File: src/rtl/tbr_pkg.sv
package tbr_pkg;
  typedef enum logic [2:0] {
    ST_IDLE, ST_CLEAR, ST_ARMED, ST_DELAY, ST_MERGE, ST_DONE
  } ctrlState_t;

  // strobes from control to datapath
  typedef struct packed {
    logic armRun;    // load key/length, reset clear pointer and latest value
    logic clrWr;     // write zero at clear pointer, advance
    logic loadIdx;   // capture zero-based tick index
    logic sampleRd;  // capture latest value, read target byte
    logic mergeWr;   // write OR-merged byte back
  } dpStrobe_t;
endpackage

File: src/rtl/tbr_byte_ram.sv
module tbr_byte_ram #(
  parameter int ADDR_W = 4
) (
  input  logic              clk,
  input  logic              weA,
  input  logic [ADDR_W-1:0] addrA,
  input  logic [7:0]        wdA,
  output logic [7:0]        qA,
  input  logic [ADDR_W-1:0] addrB,
  output logic [7:0]        qB
);
  localparam int DEPTH = 1 << ADDR_W;

  logic [7:0] mem [DEPTH];

  always_ff @(posedge clk) begin
    if (weA) mem[addrA] <= wdA;
    qA <= mem[addrA];
    qB <= mem[addrB];
  end
endmodule

File: src/rtl/tbr_datapath.sv
module tbr_datapath
  import tbr_pkg::*;
#(
  parameter int KEY_W  = 8,
  parameter int ADDR_W = 4,
  parameter int CNT_W  = 16,
  parameter int LEN_W  = 8
) (
  input  logic              clk,
  input  logic              rstN,
  input  dpStrobe_t         stb,
  input  logic [LEN_W-1:0]  startLen,
  input  logic [KEY_W-1:0]  startKey,
  input  logic              pktValid,
  input  logic [KEY_W-1:0]  pktKey,
  input  logic              pktBit,
  input  logic [CNT_W-1:0]  tickNum,
  input  logic [ADDR_W-1:0] rdAddr,
  output logic [7:0]        rdData,
  output logic              clrDone,
  output logic              idxBeyond
);
  localparam int DEPTH = 1 << ADDR_W;

  logic [KEY_W-1:0] keyReg;
  logic [LEN_W-1:0] lenReg;
  logic [LEN_W:0]   clrCnt;
  logic [LEN_W:0]   byteCount;
  logic [CNT_W-1:0] tickIdx;
  logic [CNT_W-1:0] idxReg;
  logic             latestBit;
  logic             sampledBit;
  logic [ADDR_W-1:0] byteSel;
  logic [2:0]       bitSel;
  logic [7:0]       ramQ;
  logic [7:0]       mergedByte;
  logic             ramWe;
  logic [ADDR_W-1:0] ramAddr;
  logic [7:0]       ramWd;

  assign byteCount = ({1'b0, lenReg} + (LEN_W+1)'(7)) >> 3;
  assign clrDone   = (clrCnt >= byteCount) || (clrCnt >= (LEN_W+1)'(DEPTH));
  assign tickIdx   = tickNum - CNT_W'(1);
  assign idxBeyond = tickIdx >= CNT_W'(lenReg);
  assign byteSel   = idxReg[ADDR_W+2:3];
  assign bitSel    = idxReg[2:0];
  assign mergedByte = ramQ | (8'(sampledBit) << bitSel);

  always_ff @(posedge clk or negedge rstN) begin
    if (!rstN) begin
      keyReg     <= '0;
      lenReg     <= '0;
      clrCnt     <= '0;
      idxReg     <= '0;
      latestBit  <= 1'b0;
      sampledBit <= 1'b0;
    end else begin
      if (stb.armRun) begin
        keyReg    <= startKey;
        lenReg    <= startLen;
        clrCnt    <= '0;
        latestBit <= 1'b0;
      end else if (pktValid && pktKey == keyReg) begin
        latestBit <= pktBit;
      end
      if (stb.clrWr)    clrCnt     <= clrCnt + (LEN_W+1)'(1);
      if (stb.loadIdx)  idxReg     <= tickIdx;
      if (stb.sampleRd) sampledBit <= latestBit;
    end
  end

  assign ramWe   = stb.clrWr | stb.mergeWr;
  assign ramAddr = stb.clrWr ? clrCnt[ADDR_W-1:0] : byteSel;
  assign ramWd   = stb.clrWr ? 8'h00 : mergedByte;

  tbr_byte_ram #(.ADDR_W(ADDR_W)) i_ram (
    .clk  (clk),
    .weA  (ramWe),
    .addrA(ramAddr),
    .wdA  (ramWd),
    .qA   (ramQ),
    .addrB(rdAddr),
    .qB   (rdData)
  );
endmodule

File: src/rtl/tbr_control.sv
module tbr_control
  import tbr_pkg::*;
#(
  parameter int SAMPLE_DELAY = 10
) (
  input  logic      clk,
  input  logic      rstN,
  input  logic      start,
  input  logic      tickValid,
  input  logic      clrDone,
  input  logic      idxBeyond,
  output dpStrobe_t stb,
  output logic      busy,
  output logic      done,
  output logic      tickDrop
);
  localparam int DLY_W = $clog2(SAMPLE_DELAY + 1);

  ctrlState_t state, stateNext;
  logic [DLY_W-1:0] dlyCnt;

  always_comb begin
    stateNext = state;
    stb = '0;
    if (start) begin
      stb.armRun = 1'b1;
      stateNext  = ST_CLEAR;
    end else begin
      unique case (state)
        ST_CLEAR: begin
          if (clrDone) stateNext = ST_ARMED;
          else stb.clrWr = 1'b1;
        end
        ST_ARMED: begin
          if (tickValid) begin
            if (idxBeyond) stateNext = ST_DONE;
            else begin
              stb.loadIdx = 1'b1;
              stateNext   = ST_DELAY;
            end
          end
        end
        ST_DELAY: begin
          if (dlyCnt == '0) begin
            stb.sampleRd = 1'b1;
            stateNext    = ST_MERGE;
          end
        end
        ST_MERGE: begin
          stb.mergeWr = 1'b1;
          stateNext   = ST_ARMED;
        end
        default: ;
      endcase
    end
  end

  always_ff @(posedge clk or negedge rstN) begin
    if (!rstN) begin
      state  <= ST_IDLE;
      dlyCnt <= '0;
    end else begin
      state <= stateNext;
      if (stb.loadIdx) dlyCnt <= DLY_W'(SAMPLE_DELAY - 1);
      else if (state == ST_DELAY && dlyCnt != '0) dlyCnt <= dlyCnt - DLY_W'(1);
    end
  end

  assign busy     = (state == ST_CLEAR);
  assign done     = (state == ST_DONE);
  assign tickDrop = tickValid && !start && (state == ST_DELAY || state == ST_MERGE);
endmodule

File: src/rtl/tick_bit_recorder.sv
module tick_bit_recorder
  import tbr_pkg::*;
#(
  parameter int KEY_W        = 8,
  parameter int ADDR_W       = 4,
  parameter int CNT_W        = 16,
  parameter int LEN_W        = ADDR_W + 4,
  parameter int SAMPLE_DELAY = 10
) (
  input  logic              clk,
  input  logic              rstN,
  input  logic              start,
  input  logic [LEN_W-1:0]  runLength,
  input  logic [KEY_W-1:0]  inputKey,
  input  logic              pktValid,
  input  logic [KEY_W-1:0]  pktKey,
  input  logic              pktBit,
  input  logic              tickValid,
  input  logic [CNT_W-1:0]  tickNum,
  input  logic [ADDR_W-1:0] rdAddr,
  output logic [7:0]        rdData,
  output logic              busy,
  output logic              done,
  output logic              tickDrop
);
  dpStrobe_t stb;
  logic clrDone;
  logic idxBeyond;

  tbr_control #(.SAMPLE_DELAY(SAMPLE_DELAY)) i_ctrl (
    .clk      (clk),
    .rstN     (rstN),
    .start    (start),
    .tickValid(tickValid),
    .clrDone  (clrDone),
    .idxBeyond(idxBeyond),
    .stb      (stb),
    .busy     (busy),
    .done     (done),
    .tickDrop (tickDrop)
  );

  tbr_datapath #(
    .KEY_W (KEY_W),
    .ADDR_W(ADDR_W),
    .CNT_W (CNT_W),
    .LEN_W (LEN_W)
  ) i_dp (
    .clk      (clk),
    .rstN     (rstN),
    .stb      (stb),
    .startLen (runLength),
    .startKey (inputKey),
    .pktValid (pktValid),
    .pktKey   (pktKey),
    .pktBit   (pktBit),
    .tickNum  (tickNum),
    .rdAddr   (rdAddr),
    .rdData   (rdData),
    .clrDone  (clrDone),
    .idxBeyond(idxBeyond)
  );
endmodule

File: config.mk
export PLATFORM = sky130hd
export DESIGN_NAME = tick_bit_recorder
export DESIGN_NICKNAME = d
export VERILOG_FILES = /design/src/rtl/tbr_pkg.sv /design/src/rtl/tbr_byte_ram.sv /design/src/rtl/tbr_datapath.sv /design/src/rtl/tbr_control.sv /design/src/rtl/tick_bit_recorder.sv
export SDC_FILE = /design/constraint.sdc
export NUM_CORES = 1
export LEC_CHECK = 0
export BUFFER_PORTS_ARGS = -buffer_cell sky130_fd_sc_hd__buf_2
export CAP_MARGIN = 20
export CORE_ASPECT_RATIO = 1.25
export CORE_MARGIN = 2
export CORE_UTILIZATION = 61
export CTS_CLUSTER_DIAMETER = 120
export CTS_CLUSTER_SIZE = 10
export DETAILED_ROUTE_END_ITERATION = 6
export PLACE_DENSITY_LB_ADDON = 0.05
export SYNTH_ARGS = -nofsm -noshare
export SYNTH_HDL_FRONTEND = slang
export SYNTH_SLANG_ARGS = --single-unit
File: constraint.sdc
create_clock -name clk -period 4.6 [get_ports clk]
set_clock_uncertainty 0.2 [all_clocks]
set_input_delay 0.23 -clock clk [delete_from_list [all_inputs] [get_ports clk]]
set_output_delay 0.23 -clock clk [all_outputs]
set_load 0.01 [all_outputs]
Word-level counts from Yosys, hierarchy flattened
Memories as Yosys holds them, arrays and structs flattened. A register that Yosys moved wholly into a read port is not among the register bits.
Cells that the tools add are included.
Widths: inputs -> output; s select.
- $add $sub $neg: 4
- magnitude comparators: 3
- eq/ne operators: 9
- shifts and indexed selects: 1
- multiplexer cells: 26
- bitwise operators: 2
- reduce and logical (&&, ||, !) cells: 14
- operators by type and width (kind ; count):
    $mux 9 ; 2
    $ge 16x8->1 ; 1
    $mux 4 ; 4
    $sub 16x1->16 const B ; 1
    $mux 3 ; 5
    $mux 1 ; 13
    $pmux 3 s4 ; 1
    $add 8x3->9 const B ; 1
    $add 9x1->9 const B ; 1
    $ge 9x5->1 const B ; 1
    $ge 9x6->1 ; 1
    $eq 8x8->1 ; 1
    $mux 8 ; 1
    $or 8x8->8 ; 1
    $shl 1x3->8 ; 1
    $eq 3x2->1 const B ; 2
    $eq 3x3->1 const B ; 2
    $ne 3x2->1 const B ; 2
    $reduce_bool 2->1 ; 3
    $reduce_bool 5->1 ; 1
    $logic_and 1x1->1 ; 4
    $logic_not 4->1 ; 1
    $reduce_and 4->1 ; 1
    $reduce_bool 4->1 ; 1
    6 further kinds ; 7
- register bits: 41
- RAM bits: 128
- input bits: 50
- output and inout port bits: 11
- word-level logic and storage cells: 68
- memories: 1
- memory list (name ; words ; width ; rd ports ; clocked after memory_dff ; wr ports ; RTL line ; source):
    i_dp.i_ram.mem ; 16 ; 8 ; 2 ; 2 ; 1 ; tbr_byte_ram.sv:14 ; logic [7:0] mem [DEPTH];

Longest topological paths before layout
- depth in word-level cells: 9
- gate-level depth with buffers: 17
- gate-level depth less buffers: 15

Modules after synthesis
From an unflattened synthesis, not the netlist that was laid out.
- cell total of the unflattened synthesis: 600
- area total of the unflattened synthesis: 9096.2 sq um
- by module, submodules not included (module ; times used ; cells an instance ; area each (sq um) ; seq. area each (sq um)):
    tbr_byte_ram ; 1 ; 309 ; 6292.3 ; 4164.0
    tbr_datapath ; 1 ; 231 ; 2250.9 ; 850.8
    tbr_control ; 1 ; 60 ; 553.0 ; 175.2

Worst setup path after synthesis
Ideal clock, no wire load.
- path kind: flip-flop to flip-flop
- from: register i_dp.lenReg[0]
- to: memory i_dp.i_ram.mem[13][0], enable pin
- setup time: 0.370 ns
- arrival: 3.426 ns
- required time: 4.030 ns
- path slack: 0.603 ns
- cell stages (with the launch flop): 16
- path buffers: 2
- clock period less this slack: 3.997 ns
- path through: dfrtp_1 -> nor3_1 -> nor2_1 -> nand2_1 -> nor2_1 -> xnor2_1 -> ha_1 -> o21a_1 -> o21a_1 -> a2111oi_4 -> mux2i_1 -> buf_2 -> buf_6 -> nor2_1 -> nand2_1 -> nor2_1
- longest elaborated chain between the ends: 9
- elaborated cells between the ends (all ways): 10
- classes of those cells: add/sub (1); order compare (1); mux (6); bitwise (1); reduce/logical (1)
- ends and longest elaborated chain (item ; RTL line ; source):
    from (decl) ; tbr_datapath.sv:26 ; logic [LEN_W-1:0] lenReg;
    from (signal assigned) ; tbr_datapath.sv:60 ; lenReg <= startLen;
    $add 8x3->9 * ; tbr_datapath.sv:41 ; assign byteCount = ({1'b0, lenReg} + (LEN_W+1)'(7)) >> 3;
    $ge 9x6->1 * ; tbr_datapath.sv:42 ; assign clrDone = (clrCnt >= byteCount) || (clrCnt >= (LEN_W+1)'(DEPTH));
    $logic_or 1x1->1 * ; tbr_datapath.sv:42 ;
    $mux 1 * ; tbr_control.sv:31 ; if (clrDone) stateNext = ST_ARMED;
    $mux 1 * ; tbr_control.sv:29 ; unique case (state)
    $mux 4 * ; tbr_control.sv:25 ; if (start) begin
    $or 1x1->1 ; tbr_datapath.sv:72 ; assign ramWe = stb.clrWr | stb.mergeWr;
    $mux 1 ; tbr_byte_ram.sv:17 ; if (weA) mem[addrA] <= wdA;
    $mux 1 (implied by the code) ; tbr_byte_ram.sv:17 ;
    to (decl) ; tbr_byte_ram.sv:14 ;
Mark *: on every way between the ends. The rest lies on a longest branch, timed or not.

Worst setup path after layout
- from: register i_dp.lenReg[0]
- to: memory i_dp.i_ram.mem[11][5], enable pin
Same word-level chain as after synthesis.

==> results.json <==
{
  "grt_usage": 0.276,
  "rrSetupSlack_ps": 230,
  "fp-row-count": 49,
  "pwr-share-seq": 0.454,
  "netlist_area_mm2": 0.00889,
  "num_vias": 5731,
  "path_class": "reg2reg",
  "ant_nets": 0,
  "setup_violations": 0,
  "first_iter_violations": 380,
  "drtPass1Iterations": 5,
  "p_per_area_mw_per_mm2": 477,
  "drc": 0,
  "ios": 61,
  "layout-drive-gt1-share": 0.242,
  "ys_types": 46,
  "dieArea_mm2": 0.0156,
  "area_growth_pct": 15.9,
  "r2r_start": "i_dp.lenReg[0]",
  "async_flop_share": 0.222,
  "period_minus_slack_ps": 4370,
  "nFillCells": 979,
  "final_cell_mix": "edfxtp_1 (128), mux2i_1 (69), nor2_1 (65), buf_2 (60), dfrtp_1 (41)",
  "synthCells": 639,
  "switching_power_mw": 1.45,
  "clk_pin_slew_worst_paths_ps": 70,
  "ctsRootBufferMaster": "clkbuf_16",
  "port_buffers": 60,
  "max-vdd-ir-drop_v": 0.000325,
  "fp.dieW_um": 112,
  "worst_pin_slew_ps": 958,
  "initial_utilization": 0.619,
  "status": "finished clean",
  "cp.required_ps": 4450,
  "num_antenna_cells": 0,
  "cp-start-kind": "flip-flop",
  "clockPowerShare": 0.308,
  "power_mw": 4.91,
  "hold_path.class": "in2reg",
  "yosys_warnings": 0,
  "switching_share": 0.296,
  "relSlewSlack": 0.359,
  "drv_cap": 0,
  "gp_routability_congestion": 0.861,
  "power_leakage_nw": 4.02,
  "core_area_mm2": 0.0143,
  "finalHoldViolCount": 0,
  "combPwrFrac": 0.237,
  "layout.nets": 801,
  "syn-num-nets": 708,
  "rsz0062_at_grt": "false",
  "reg2reg_depth": 15,
  "synthFlopType": "edfxtp_1",
  "crit_path_max_fanout": 8,
  "htreeDepth": 4,
  "clock_latency_ps": 420,
  "critPathLaunch": "i_dp.lenReg[0]",
  "ys_seq_elements": 185,
  "antenna_found_initial": 1,
  "clk_path_buf_depth": 2,
  "avgSynthCellArea_um2": 13.9,
  "arrival_ps": 4220,
  "critPathCaptureType": "flip-flop",
  "hpwl_um": 14700,
  "wl_um": 20800,
  "synth_edf_count": 128,
  "grt_pass1_vias": 5910,
  "dieHeight_um": 139,
  "reg2reg_to": "i_dp.i_ram.mem[11][5]",
  "grt-ovfl-total": 0,
  "period_share": 0.950,
  "wire_per_inst_um": 22.6,
  "fin_tns_setup_ps": 0,
  "clock_sinks": 185,
  "cts_buffers": 17,
  "grt_max_degree": 42,
  "avgViaCountPerCell": 6.21,
  "grt_pass1_wl_um": 31900,
  "fmax_ghz": 0.229,
  "internal_power_mw": 3.45,
  "slew_violations": 0,
  "endpoint": "i_dp.i_ram.mem[11][5]",
  "cts_tree": "done",
  "mostFrequentLayoutCell": "edfxtp_1",
  "synth-seq-area-share": 0.584
}
-- layout make-up --
class                           instances  area, µm²  area share
Tap cell                              178        223      0.0216
Inverter                               17       63.8     0.00620
Sequential cell                       185       5190       0.504
Timing Repair Buffer                  107        719      0.0699
Clock buffer                           17        425      0.0413
Clock inverter                         15        188      0.0182
Multi-Input combinational cell        404       3490       0.339
-- flip-flops by register name, indices dropped and copies added (netlist names) --
name / flops
i_dp.i_ram.qB: 8
i_ctrl.state: 3
i_dp.sampledBit: 1
i_dp.i_ram.mem: 128
i_dp.latestBit: 1
i_dp.lenReg: 8
i_dp.keyReg: 8
i_ctrl.dlyCnt: 4
i_dp.i_ram.qA: 8
i_dp.clrCnt: 9
i_dp.idxReg: 7
-- per-layer routing --
metal  global-route usage  up-vias  share of wire  wire length [µm]
met3               0.0490       59          0.054              1130
met4                0.161        2          0.061              1270
met5                    0        -        0.00062                13
li1                     -     2597              -                 -
met2                0.488      225           0.53             11100
met1                0.314     2848           0.35              7350
-- worst max-delay path, stage by stage (launching register included) --
cell	delay, ps
dfrtp_1	400
nor3_1	300
nor2_1	110
nand2_1	110
nor2_1	80
xnor2_1	220
ha_1	290
o21a_1	190
o21a_1	210
a211oi_1	400
buf_4	210
nand2b_1	100
nand2_1	120
nor2_1	150
nand2_1	150
nor2_1	760
-- worst min-delay path by stage --
stage                     startpoint                to  cells after the start  slack, ps
after floorplan                 rstN  i_ctrl.dlyCnt[0]                      0       -270
after global placement          rstN   i_ctrl.state[2]                      1        180
after detailed placement        rstN   i_ctrl.state[2]                      1        200
after CTS                 tickNum[6]    i_dp.idxReg[6]                      3         20
after global routing       rdAddr[3]  i_dp.i_ram.qB[1]                      2         30
final                     tickNum[5]    i_dp.idxReg[5]                      3         40
-- Yosys cell counts, types with 2 or more instances --
cell type | number | share of area
buf_2 | 3 | 0.0017
a21oi_1 | 10 | 0.0056
nand2b_1 | 8 | 0.0056
o21a_1 | 2 | 0.0017
buf_6 | 3 | 0.0038
o211a_1 | 2 | 0.0023
mux2i_1 | 71 | 0.080
nand4_1 | 3 | 0.0021
xnor2_1 | 14 | 0.014
inv_1 | 17 | 0.0072
nor4_1 | 4 | 0.0028
mux4_2 | 40 | 0.10
nor2b_1 | 13 | 0.0092
mux2_2 | 17 | 0.022
dfxtp_1 | 16 | 0.036
nor3b_1 | 3 | 0.0025
ha_1 | 19 | 0.027
a21o_1 | 2 | 0.0017
o22ai_1 | 32 | 0.023
dfrtp_1 | 41 | 0.12
edfxtp_1 | 128 | 0.43
buf_4 | 3 | 0.0025
a31oi_1 | 5 | 0.0035
buf_1 | 7 | 0.0030
and3b_1 | 2 | 0.0020
or2_1 | 2 | 0.0014
nand3_1 | 4 | 0.0023
and2_1 | 3 | 0.0021
o22a_1 | 2 | 0.0020
clkbuf_1 | 16 | 0.0068
xor2_1 | 12 | 0.012
nor3_1 | 6 | 0.0034
o21ai_0 | 13 | 0.0073
nor2_1 | 65 | 0.027
nand2_1 | 40 | 0.017
-- cell families (layout without fill, tap and decap cells) --
kind of cell | after synthesis | in the layout | synth area share
AOI/OAI and AO/OA | 74 | 74 | 0.0541
buffers and inverters | 50 | 156 | 0.0255
adders and majority gates | 19 | 19 | 0.0267
DFF | 185 | 185 | 0.584
xor gates and xnor gates | 26 | 26 | 0.0256
and+or+nand+nor | 157 | 157 | 0.0812
muxes | 128 | 128 | 0.203
-- stage by stage --
stage	hold slack, ps	worst slack, ps	std cells	cell area, µm²	util
2_1_floorplan	-266	603	639	8890	-
3_3_place_gp	180	285	862	9400	0.655
3_5_place_dp	202	212	862	9400	0.655
4_1_cts	18.1	118	914	10200	0.712
5_1_grt	34.4	23.0	923	10300	0.718
6_report	37.4	229	923	10300	0.718
-- power groups by stage --
stage	clock (mW)	combinational, mW	sequential, mW
2_1_floorplan	0	0.737	2.22
3_3_place_gp	0	1.05	2.26
3_5_place_dp	0	1.09	2.27
4_1_cts	1.53	1.10	2.23
5_1_grt	1.59	1.27	2.25
6_report	1.51	1.17	2.23
-- timing repair --
action                                  4_1_cts  5_1_grt
endpoints found under the setup margin        0       48
setup buffers                                 0        1
hold endpoints to repair                     59        0
hold buffers                                 20        0
gates resized for setup                       0        2
Power figures use the tool's default switching activity.
